## config.mk

```make
export PLATFORM = sky130hd
export DESIGN_NAME = repl_unit
export DESIGN_NICKNAME = d
export VERILOG_FILES = /design/src/rtl/repl_pkg.sv /design/src/rtl/repl_recency.sv /design/src/rtl/repl_lfu.sv /design/src/rtl/repl_lfsr.sv /design/src/rtl/repl_unit.sv
export SDC_FILE = /design/constraint.sdc
export NUM_CORES = 1
export LEC_CHECK = 0
export ABC_AREA = 1
export BUFFER_PORTS_ARGS = -buffer_cell sky130_fd_sc_hd__buf_2
export CORE_ASPECT_RATIO = 0.75
export CORE_MARGIN = 2
export CORE_UTILIZATION = 60
export CTS_CLUSTER_SIZE = 30
export DETAILED_ROUTE_END_ITERATION = 10
export GPL_ROUTABILITY_DRIVEN = 0
export GPL_TIMING_DRIVEN = 0
export PLACE_DENSITY = 0.77
export SLEW_MARGIN = 20
export SYNTH_ARGS = -nofsm -noshare
export SYNTH_HDL_FRONTEND = slang
export SYNTH_SLANG_ARGS = --single-unit
export TNS_END_PERCENT = 1
```

## constraint.sdc

```tcl
create_clock -name clk -period 4.8 [get_ports clk]
set_input_delay 0.24 -clock clk [delete_from_list [all_inputs] [get_ports clk]]
set_output_delay 0.24 -clock clk [all_outputs]
set_load 0.005 [all_outputs]
```

## src/rtl/repl_pkg.sv

```systemverilog
package repl_pkg;
  typedef enum logic [1:0] {
    POL_LRU  = 2'd0,
    POL_FIFO = 2'd1,
    POL_LFU  = 2'd2,
    POL_RAND = 2'd3
  } policy_e;

  localparam logic [15:0] LFSR_SEED = 16'hACE1;
endpackage

```

## src/rtl/repl_recency.sv

```systemverilog
module repl_recency #(
  parameter int WAYS = 4,
  parameter int SETS = 8,
  localparam int WAY_W = (WAYS > 1) ? $clog2(WAYS) : 1,
  localparam int SET_W = (SETS > 1) ? $clog2(SETS) : 1
) (
  input  logic             clk,
  input  logic             rst_n,
  input  logic             a_en,
  input  logic [SET_W-1:0] a_set,
  input  logic [WAY_W-1:0] a_way,
  input  logic             b_en,
  input  logic [SET_W-1:0] b_set,
  input  logic [WAY_W-1:0] b_way,
  input  logic [SET_W-1:0] rd_set,
  output logic [WAY_W-1:0] rd_victim
);
  if (WAYS == 2) begin : g_use
    // one use bit per line; the referenced line holds the 1
    logic [1:0] use_q [SETS];

    always_ff @(posedge clk or negedge rst_n) begin
      if (!rst_n) begin
        for (int s = 0; s < SETS; s++) use_q[s] <= 2'b00;
      end else begin
        for (int s = 0; s < SETS; s++) begin
          if (a_en && a_set == SET_W'(s))      use_q[s] <= 2'b01 << a_way;
          else if (b_en && b_set == SET_W'(s)) use_q[s] <= 2'b01 << b_way;
        end
      end
    end

    assign rd_victim = use_q[rd_set][0] ? WAY_W'(1) : WAY_W'(0);
  end else begin : g_list
    typedef logic [WAYS-1:0][WAY_W-1:0] order_t;
    order_t order_q [SETS];

    function automatic order_t to_front(order_t cur, logic [WAY_W-1:0] w);
      order_t nxt;
      logic   passed;
      passed = 1'b0;
      nxt[0] = w;
      for (int i = 1; i < WAYS; i++) begin
        if (cur[i-1] == w) passed = 1'b1;
        nxt[i] = passed ? cur[i] : cur[i-1];
      end
      return nxt;
    endfunction

    always_ff @(posedge clk or negedge rst_n) begin
      if (!rst_n) begin
        for (int s = 0; s < SETS; s++)
          for (int i = 0; i < WAYS; i++) order_q[s][i] <= WAY_W'(i);
      end else begin
        for (int s = 0; s < SETS; s++) begin
          if (a_en && a_set == SET_W'(s))      order_q[s] <= to_front(order_q[s], a_way);
          else if (b_en && b_set == SET_W'(s)) order_q[s] <= to_front(order_q[s], b_way);
        end
      end
    end

    assign rd_victim = order_q[rd_set][WAYS-1];
  end
endmodule

```

## src/rtl/repl_lfu.sv

```systemverilog
module repl_lfu #(
  parameter int WAYS  = 4,
  parameter int SETS  = 8,
  parameter int CNT_W = 3,
  localparam int WAY_W = (WAYS > 1) ? $clog2(WAYS) : 1,
  localparam int SET_W = (SETS > 1) ? $clog2(SETS) : 1
) (
  input  logic             clk,
  input  logic             rst_n,
  input  logic             inc_en,
  input  logic [SET_W-1:0] inc_set,
  input  logic [WAY_W-1:0] inc_way,
  input  logic             clr_en,
  input  logic [SET_W-1:0] clr_set,
  input  logic [WAY_W-1:0] clr_way,
  input  logic [SET_W-1:0] rd_set,
  output logic [WAY_W-1:0] rd_victim
);
  localparam logic [CNT_W-1:0] CNT_MAX = '1;

  logic [WAYS-1:0][CNT_W-1:0] cnt_q [SETS];

  always_ff @(posedge clk or negedge rst_n) begin
    if (!rst_n) begin
      for (int s = 0; s < SETS; s++) cnt_q[s] <= '0;
    end else begin
      for (int s = 0; s < SETS; s++) begin
        for (int w = 0; w < WAYS; w++) begin
          if (clr_en && clr_set == SET_W'(s) && clr_way == WAY_W'(w))
            cnt_q[s][w] <= '0;
          else if (inc_en && inc_set == SET_W'(s) && inc_way == WAY_W'(w)
                   && cnt_q[s][w] != CNT_MAX)
            cnt_q[s][w] <= cnt_q[s][w] + 1'b1;
        end
      end
    end
  end

  // strict less-than keeps the lowest way on ties
  always_comb begin
    logic [CNT_W-1:0] best;
    best      = cnt_q[rd_set][0];
    rd_victim = '0;
    for (int w = 1; w < WAYS; w++) begin
      if (cnt_q[rd_set][w] < best) begin
        best      = cnt_q[rd_set][w];
        rd_victim = WAY_W'(w);
      end
    end
  end
endmodule

```

## src/rtl/repl_lfsr.sv

```systemverilog
module repl_lfsr
  import repl_pkg::*;
(
  input  logic        clk,
  input  logic        rst_n,
  output logic [15:0] state
);
  always_ff @(posedge clk or negedge rst_n) begin
    if (!rst_n) state <= LFSR_SEED;
    else        state <= {state[14:0], state[15] ^ state[13] ^ state[12] ^ state[10]};
  end
endmodule

```

## src/rtl/repl_unit.sv

```systemverilog
module repl_unit
  import repl_pkg::*;
#(
  parameter int WAYS  = 4,
  parameter int SETS  = 8,
  parameter int CNT_W = 3,
  localparam int WAY_W = (WAYS > 1) ? $clog2(WAYS) : 1,
  localparam int SET_W = (SETS > 1) ? $clog2(SETS) : 1
) (
  input  logic             clk,
  input  logic             rst_n,
  input  logic [1:0]       policy,
  input  logic             acc_en,
  input  logic [SET_W-1:0] acc_set,
  input  logic [WAY_W-1:0] acc_way,
  input  logic             fill_en,
  input  logic [SET_W-1:0] fill_set,
  input  logic [WAY_W-1:0] fill_way,
  input  logic [SET_W-1:0] q_set,
  input  logic [WAYS-1:0]  q_valid,
  output logic [WAY_W-1:0] victim
);
  if (WAYS == 1) begin : g_direct
    assign victim = '0;
  end else begin : g_assoc
    logic             acc_ok;
    logic [WAY_W-1:0] lru_v, lfu_v, rnd_v, pol_v;
    logic [15:0]      lfsr_q, lfsr_rem;
    logic [WAY_W-1:0] fifo_q [SETS];

    // a fill to the same set overrides a reference in that cycle
    assign acc_ok = acc_en && !(fill_en && fill_set == acc_set);

    repl_recency #(.WAYS(WAYS), .SETS(SETS)) u_rec (
      .clk(clk), .rst_n(rst_n),
      .a_en(acc_ok),   .a_set(acc_set),  .a_way(acc_way),
      .b_en(fill_en),  .b_set(fill_set), .b_way(fill_way),
      .rd_set(q_set),  .rd_victim(lru_v)
    );

    repl_lfu #(.WAYS(WAYS), .SETS(SETS), .CNT_W(CNT_W)) u_lfu (
      .clk(clk), .rst_n(rst_n),
      .inc_en(acc_ok),  .inc_set(acc_set),  .inc_way(acc_way),
      .clr_en(fill_en), .clr_set(fill_set), .clr_way(fill_way),
      .rd_set(q_set),   .rd_victim(lfu_v)
    );

    repl_lfsr u_lfsr (.clk(clk), .rst_n(rst_n), .state(lfsr_q));

    assign lfsr_rem = lfsr_q % 16'(WAYS);
    assign rnd_v    = lfsr_rem[WAY_W-1:0];

    always_ff @(posedge clk or negedge rst_n) begin
      if (!rst_n) begin
        for (int s = 0; s < SETS; s++) fifo_q[s] <= '0;
      end else if (fill_en) begin
        fifo_q[fill_set] <= (fifo_q[fill_set] == WAY_W'(WAYS - 1)) ? '0
                            : fifo_q[fill_set] + 1'b1;
      end
    end

    always_comb begin
      case (policy_e'(policy))
        POL_LRU:  pol_v = lru_v;
        POL_FIFO: pol_v = fifo_q[q_set];
        POL_LFU:  pol_v = lfu_v;
        default:  pol_v = rnd_v;
      endcase
      victim = pol_v;
      // descending scan leaves the lowest empty way
      for (int w = WAYS - 1; w >= 0; w--)
        if (!q_valid[w]) victim = WAY_W'(w);
    end
  end
endmodule


```

==> reports/results.md <==
| Stage | Item | This run |
|---|---|---|
| floorplan | Total Die Area | 20700 um^2 |
| placement | Post-DP HPWL | 26.1 mm |
| setup path | Arr. time, crit path | 4.32 ns |
| sta | Worst max-slew margin expressed relative to the limit | 30.5% |
| sta | Slack of the critical path | 0.241 ns |
| sta | Setup violation total in the final timing report | 0 |
| floorplan | Starting utilization of the core area | 61.0% |
| placement | Port Buffers | 22 |
| drt | Via count normalized by instance count | 6.25 |
| setup path | Worst Setup Start Kind | input pin |
| setup path | Cell at the slowest stage of the critical path | sky130_fd_sc_hd__ha_1 |
| sta | Actual slew at the worst max-slew pin | 1.04 ns |
| synthesis | Yosys Warn Count | 0 |
| layout | N_diodes | 0 |
| layout | Area of all placed cells without fillers | 12900 um^2 |
| synthesis | Count of unique library cells instantiated by Yosys | 43 |
| global route | Total track usage | 36.9% |
| drt | Count of antenna-violating nets left after detailed routing | 0 |
| cts | H-Tree Level Count | 4 |
| pwr | Power density of the placed cells | 457 nW/um^2 |
| floorplan | Placeable core region | 19300 um^2 |
| cts | CTS tree | built |
| global route | Maximum number of pins on one net before global-route repair | 94 |
| synthesis | Proportion of synthesized flip-flops having asynchronous set or reset | 100% |
| sta | Crit share post-route | 95.0% |
| floorplan | Die width | 166 um |
| setup path | Buffering stage count on the worst path with inverters included | 8 |
| sta | Final sum of negative setup slack | 0 ns |
| synthesis | Syn Std Cell Area | 11700 um^2 |
| synthesis | Count of flip-flops with a built-in enable after synthesis | 0 |
| outcome | Run status | finished, final reports clean |
| setup path | Crit path required time | 4.56 ns |
| cts | Clock latency reported for the late side of the worst-skew pair | 0.45 ns |
| sta | Number of pins exceeding their max-slew limit in the final report | 0 |
| synthesis | Net Count, Synth | 1624 |
| synthesis | Total of flip-flops plus latches after synthesis | 192 |
| global route | Final global-route overflow total | 0 |
| placement | Pre-CTS setup slack | -0.602 ns |
| floorplan | Height of the chip | 125 um |
| global route | Wire length of the first global-routing pass | 58.3 mm |
| layout | Final Util | 67.1% |
| pwr | Reported leakage power | 6.09 nW |
| layout | Filler Cells Inserted | 1663 |
| setup path | Largest incremental delay on the critical path | 0.30 ns |
| cts | Clock transition at the register clock pins on the worst setup and hold paths after CTS | 0.08 ns |
| sta | Post-Route Hold Slack | 0.269 ns |
| sta | Maximum operating frequency | 0.219 GHz |
| global route | Antenna violations before repair | 0 |
| layout | Area added between synthesis and finish | 10.0% |
| drt | Wire per inst | 20.1 um |
| drt | Drt first pass iters | 6 |
| cts | Num CTS Buffers | 17 |
| synthesis | Synthesized instance count | 1528 |
| run | Reported max-cap violation count | 0 |
| worst hold path | Classification of the worst-slack hold path | input pin to asynchronous set/reset pin |
| cts | Clk sinks | 192 |
| drt | DRC viols | 0 |
| pwr | Peak ir drop on the vdd network | 293 uV |
| synthesis | Most common flop cell mapped by yosys | sky130_fd_sc_hd__dfrtp_1 |
| drt | Total Routed Length | 37.0 mm |
| global route | Number of global-route vias before repair | 10.8k |
| cts | Master cell of the clock root buffer | sky130_fd_sc_hd__clkbuf_16 |
| synthesis | Part of the Yosys area used for sequential elements | 41.3% |
| sta | Max Clock Skew | 0.0121 ns |
| layout | Net count, final | 1669 |
| synthesis | Proportion of netlist area held by the largest area contributor | 32.4% |
| setup path | Critical Path Fanout Max | 10 |
| layout | Fraction of layout cells with a size suffix above 1 | 9.96% |
| sta | Fin. Hold Viols | 0 |
| setup path | Family of cells with the greatest summed delay on the critical path | compound AO/OA/AOI/OAI gates |
| cts | CTS max path bufs | 2 |
| placement | Post-Place Cell Area | 12200 um^2 |
| synthesis | Average cell area after synthesis | 7.69 um^2 |
| setup path | Worst setup EP type | output pin |
| floorplan | Placement row count | 44 |
| drt | Total via count in the routed design | 11.5k |
| setup path | Start-to-end type of the worst setup path | input pin to output pin |
| drt | Initial DRC count | 1541 |
| floorplan | Number of top-level pins | 25 |
| sta | Final min period | 4.56 ns |
| setup path | Crit-path most repeated cell | sky130_fd_sc_hd__nand2_1 |
| synthesis | Area contributors post-synth | sky130_fd_sc_hd__dfrtp_1 32%, sky130_fd_sc_hd__nand2_1 9.8%, sky130_fd_sc_hd__dfstp_2 8.9% |
| synthesis | Post-synthesis cell type with the largest combined area | sky130_fd_sc_hd__dfrtp_1 |
-- logic make-up (layout without fill, tap and decap cells) --
family / after synthesis / after routing / share of synthesized area (%)
DFF: 192 / 192 / 41.3
AOI/OAI and AO/OA: 408 / 408 / 19.7
xor gates and xnor gates: 35 / 35 / 2.61
adders and majority gates: 73 / 73 / 7.77
buffers and inverters: 245 / 303 / 8.10
muxes: 2 / 2 / 0.170
and+or+nand+nor: 573 / 573 / 20.4
-- state kept, by name (all words and copies together) (netlist names) --
register / count
g_assoc.u_lfsr.state: 16
g_assoc.u_lfu.cnt_q: 96
g_assoc.fifo_q: 16
g_assoc.u_rec.g_list.order_q: 64
-- routing by layer --
layer	vias to the layer above	wire [um]	track usage, %
li1	5224	-	-
met1	5391	15100	52.4
met2	741	15200	51.5
met3	130	4950	11.9
met4	0	1730	16.6
met5	-	0	0
-- report_power, final --
part	internal (mW)	total, mW	leakage, nW	switching, mW
Sequential	2.21	2.67	2.33	0.457
Clock	0.767	1.48	0.292	0.717
Combinational	0.668	1.75	3.47	1.08
Total	3.65	5.90	6.09	2.26
-- cell type report --
class | instances | area, um^2 | area share (%)
sequential | 192 | 4850 | 37.6
clock inverter | 13 | 144 | 1.11
timing repair buffer | 30 | 223 | 1.72
buffer | 57 | 289 | 2.24
multi-input combinational | 1091 | 5950 | 46.1
inverter | 184 | 694 | 5.37
clock buffer | 19 | 453 | 3.50
tap | 253 | 317 | 2.45
-- cell usage in the layout, fill, tap and decap left out, types with 5 or more instances in the layout --
cell / count
sky130_fd_sc_hd__a21oi_1: 99
sky130_fd_sc_hd__a22o_1: 8
sky130_fd_sc_hd__a22oi_1: 9
sky130_fd_sc_hd__a31oi_1: 16
sky130_fd_sc_hd__buf_1: 5
sky130_fd_sc_hd__buf_2: 33
sky130_fd_sc_hd__buf_4: 8
sky130_fd_sc_hd__clkbuf_1: 28
sky130_fd_sc_hd__clkbuf_16: 17
sky130_fd_sc_hd__clkbuf_4: 5
sky130_fd_sc_hd__dfrtp_1: 152
sky130_fd_sc_hd__dfstp_2: 40
sky130_fd_sc_hd__ha_1: 73
sky130_fd_sc_hd__inv_1: 178
sky130_fd_sc_hd__nand2_1: 307
sky130_fd_sc_hd__nand2_2: 7
sky130_fd_sc_hd__nand3_1: 73
sky130_fd_sc_hd__nand4_1: 18
sky130_fd_sc_hd__nor2_1: 149
sky130_fd_sc_hd__nor3_2: 7
sky130_fd_sc_hd__o211ai_1: 5
sky130_fd_sc_hd__o21ai_0: 199
sky130_fd_sc_hd__o21ai_1: 7
sky130_fd_sc_hd__o221ai_1: 20
sky130_fd_sc_hd__o22ai_1: 21
sky130_fd_sc_hd__o311ai_1: 7
sky130_fd_sc_hd__o41ai_1: 5
sky130_fd_sc_hd__xnor2_1: 11
sky130_fd_sc_hd__xor2_1: 24
-- final timing paths --
kind | from | endpoint | slack, ns | cells past startpoint
max | q_set[0] | victim[0] | 0.24 | 30
min | rst_n | g_assoc.fifo_q[4]$_DFFE_PN0P_ | 0.27 | 2
max reg2reg | g_assoc.fifo_q[8]$_DFFE_PN0P_ | g_assoc.fifo_q[2]$_DFFE_PN0P_ | 2.99 | 8
min reg2reg | g_assoc.u_lfsr.state[8]$_DFF_PN0_ | g_assoc.u_lfsr.state[9]$_DFF_PN0_ | 0.35 | 0
max in group asynchronous | rst_n | g_assoc.u_rec.g_list.order_q[42]$_DFFE_PN1P_ | 3.41 | 4
min in group clk | fill_set[1] | g_assoc.fifo_q[3]$_DFFE_PN0P_ | 0.34 | 5
-- cell usage after synthesis (all sizes together) (5+ instances only) --
cell type,number
clkbuf,38
inv,183
dfstp,40
o311ai,8
nor3,11
a22o,8
nand3,74
a22oi,9
o22ai,21
o41ai,5
o21ai,208
xnor2,11
buf,23
xor2,24
dfrtp,152
a31oi,17
a21oi,101
ha,73
o211ai,5
nor2,154
nand2,314
nand4,18
o221ai,20
-- metrics by stage --
step / std cells / total power [mW]
floorplan: 1528 / 3.79
detailed placement: 1805 / 4.34
CTS: 1834 / 5.84
finish: 1839 / 5.90
global route: 1839 / 6.29
global placement: 1803 / 4.25
-- repair_timing --
item | CTS | global route
setup buffers | 0 | 5
pin swaps | 0 | 2
endpoints found under the setup margin | 2 | 2
hold buffers | 1 | 0
gates cloned | 0 | 0
gates resized for setup | 17 | 20
endpoints found under the hold margin | 42 | 0
No activity file was read; power rests on OpenSTA's default activity.
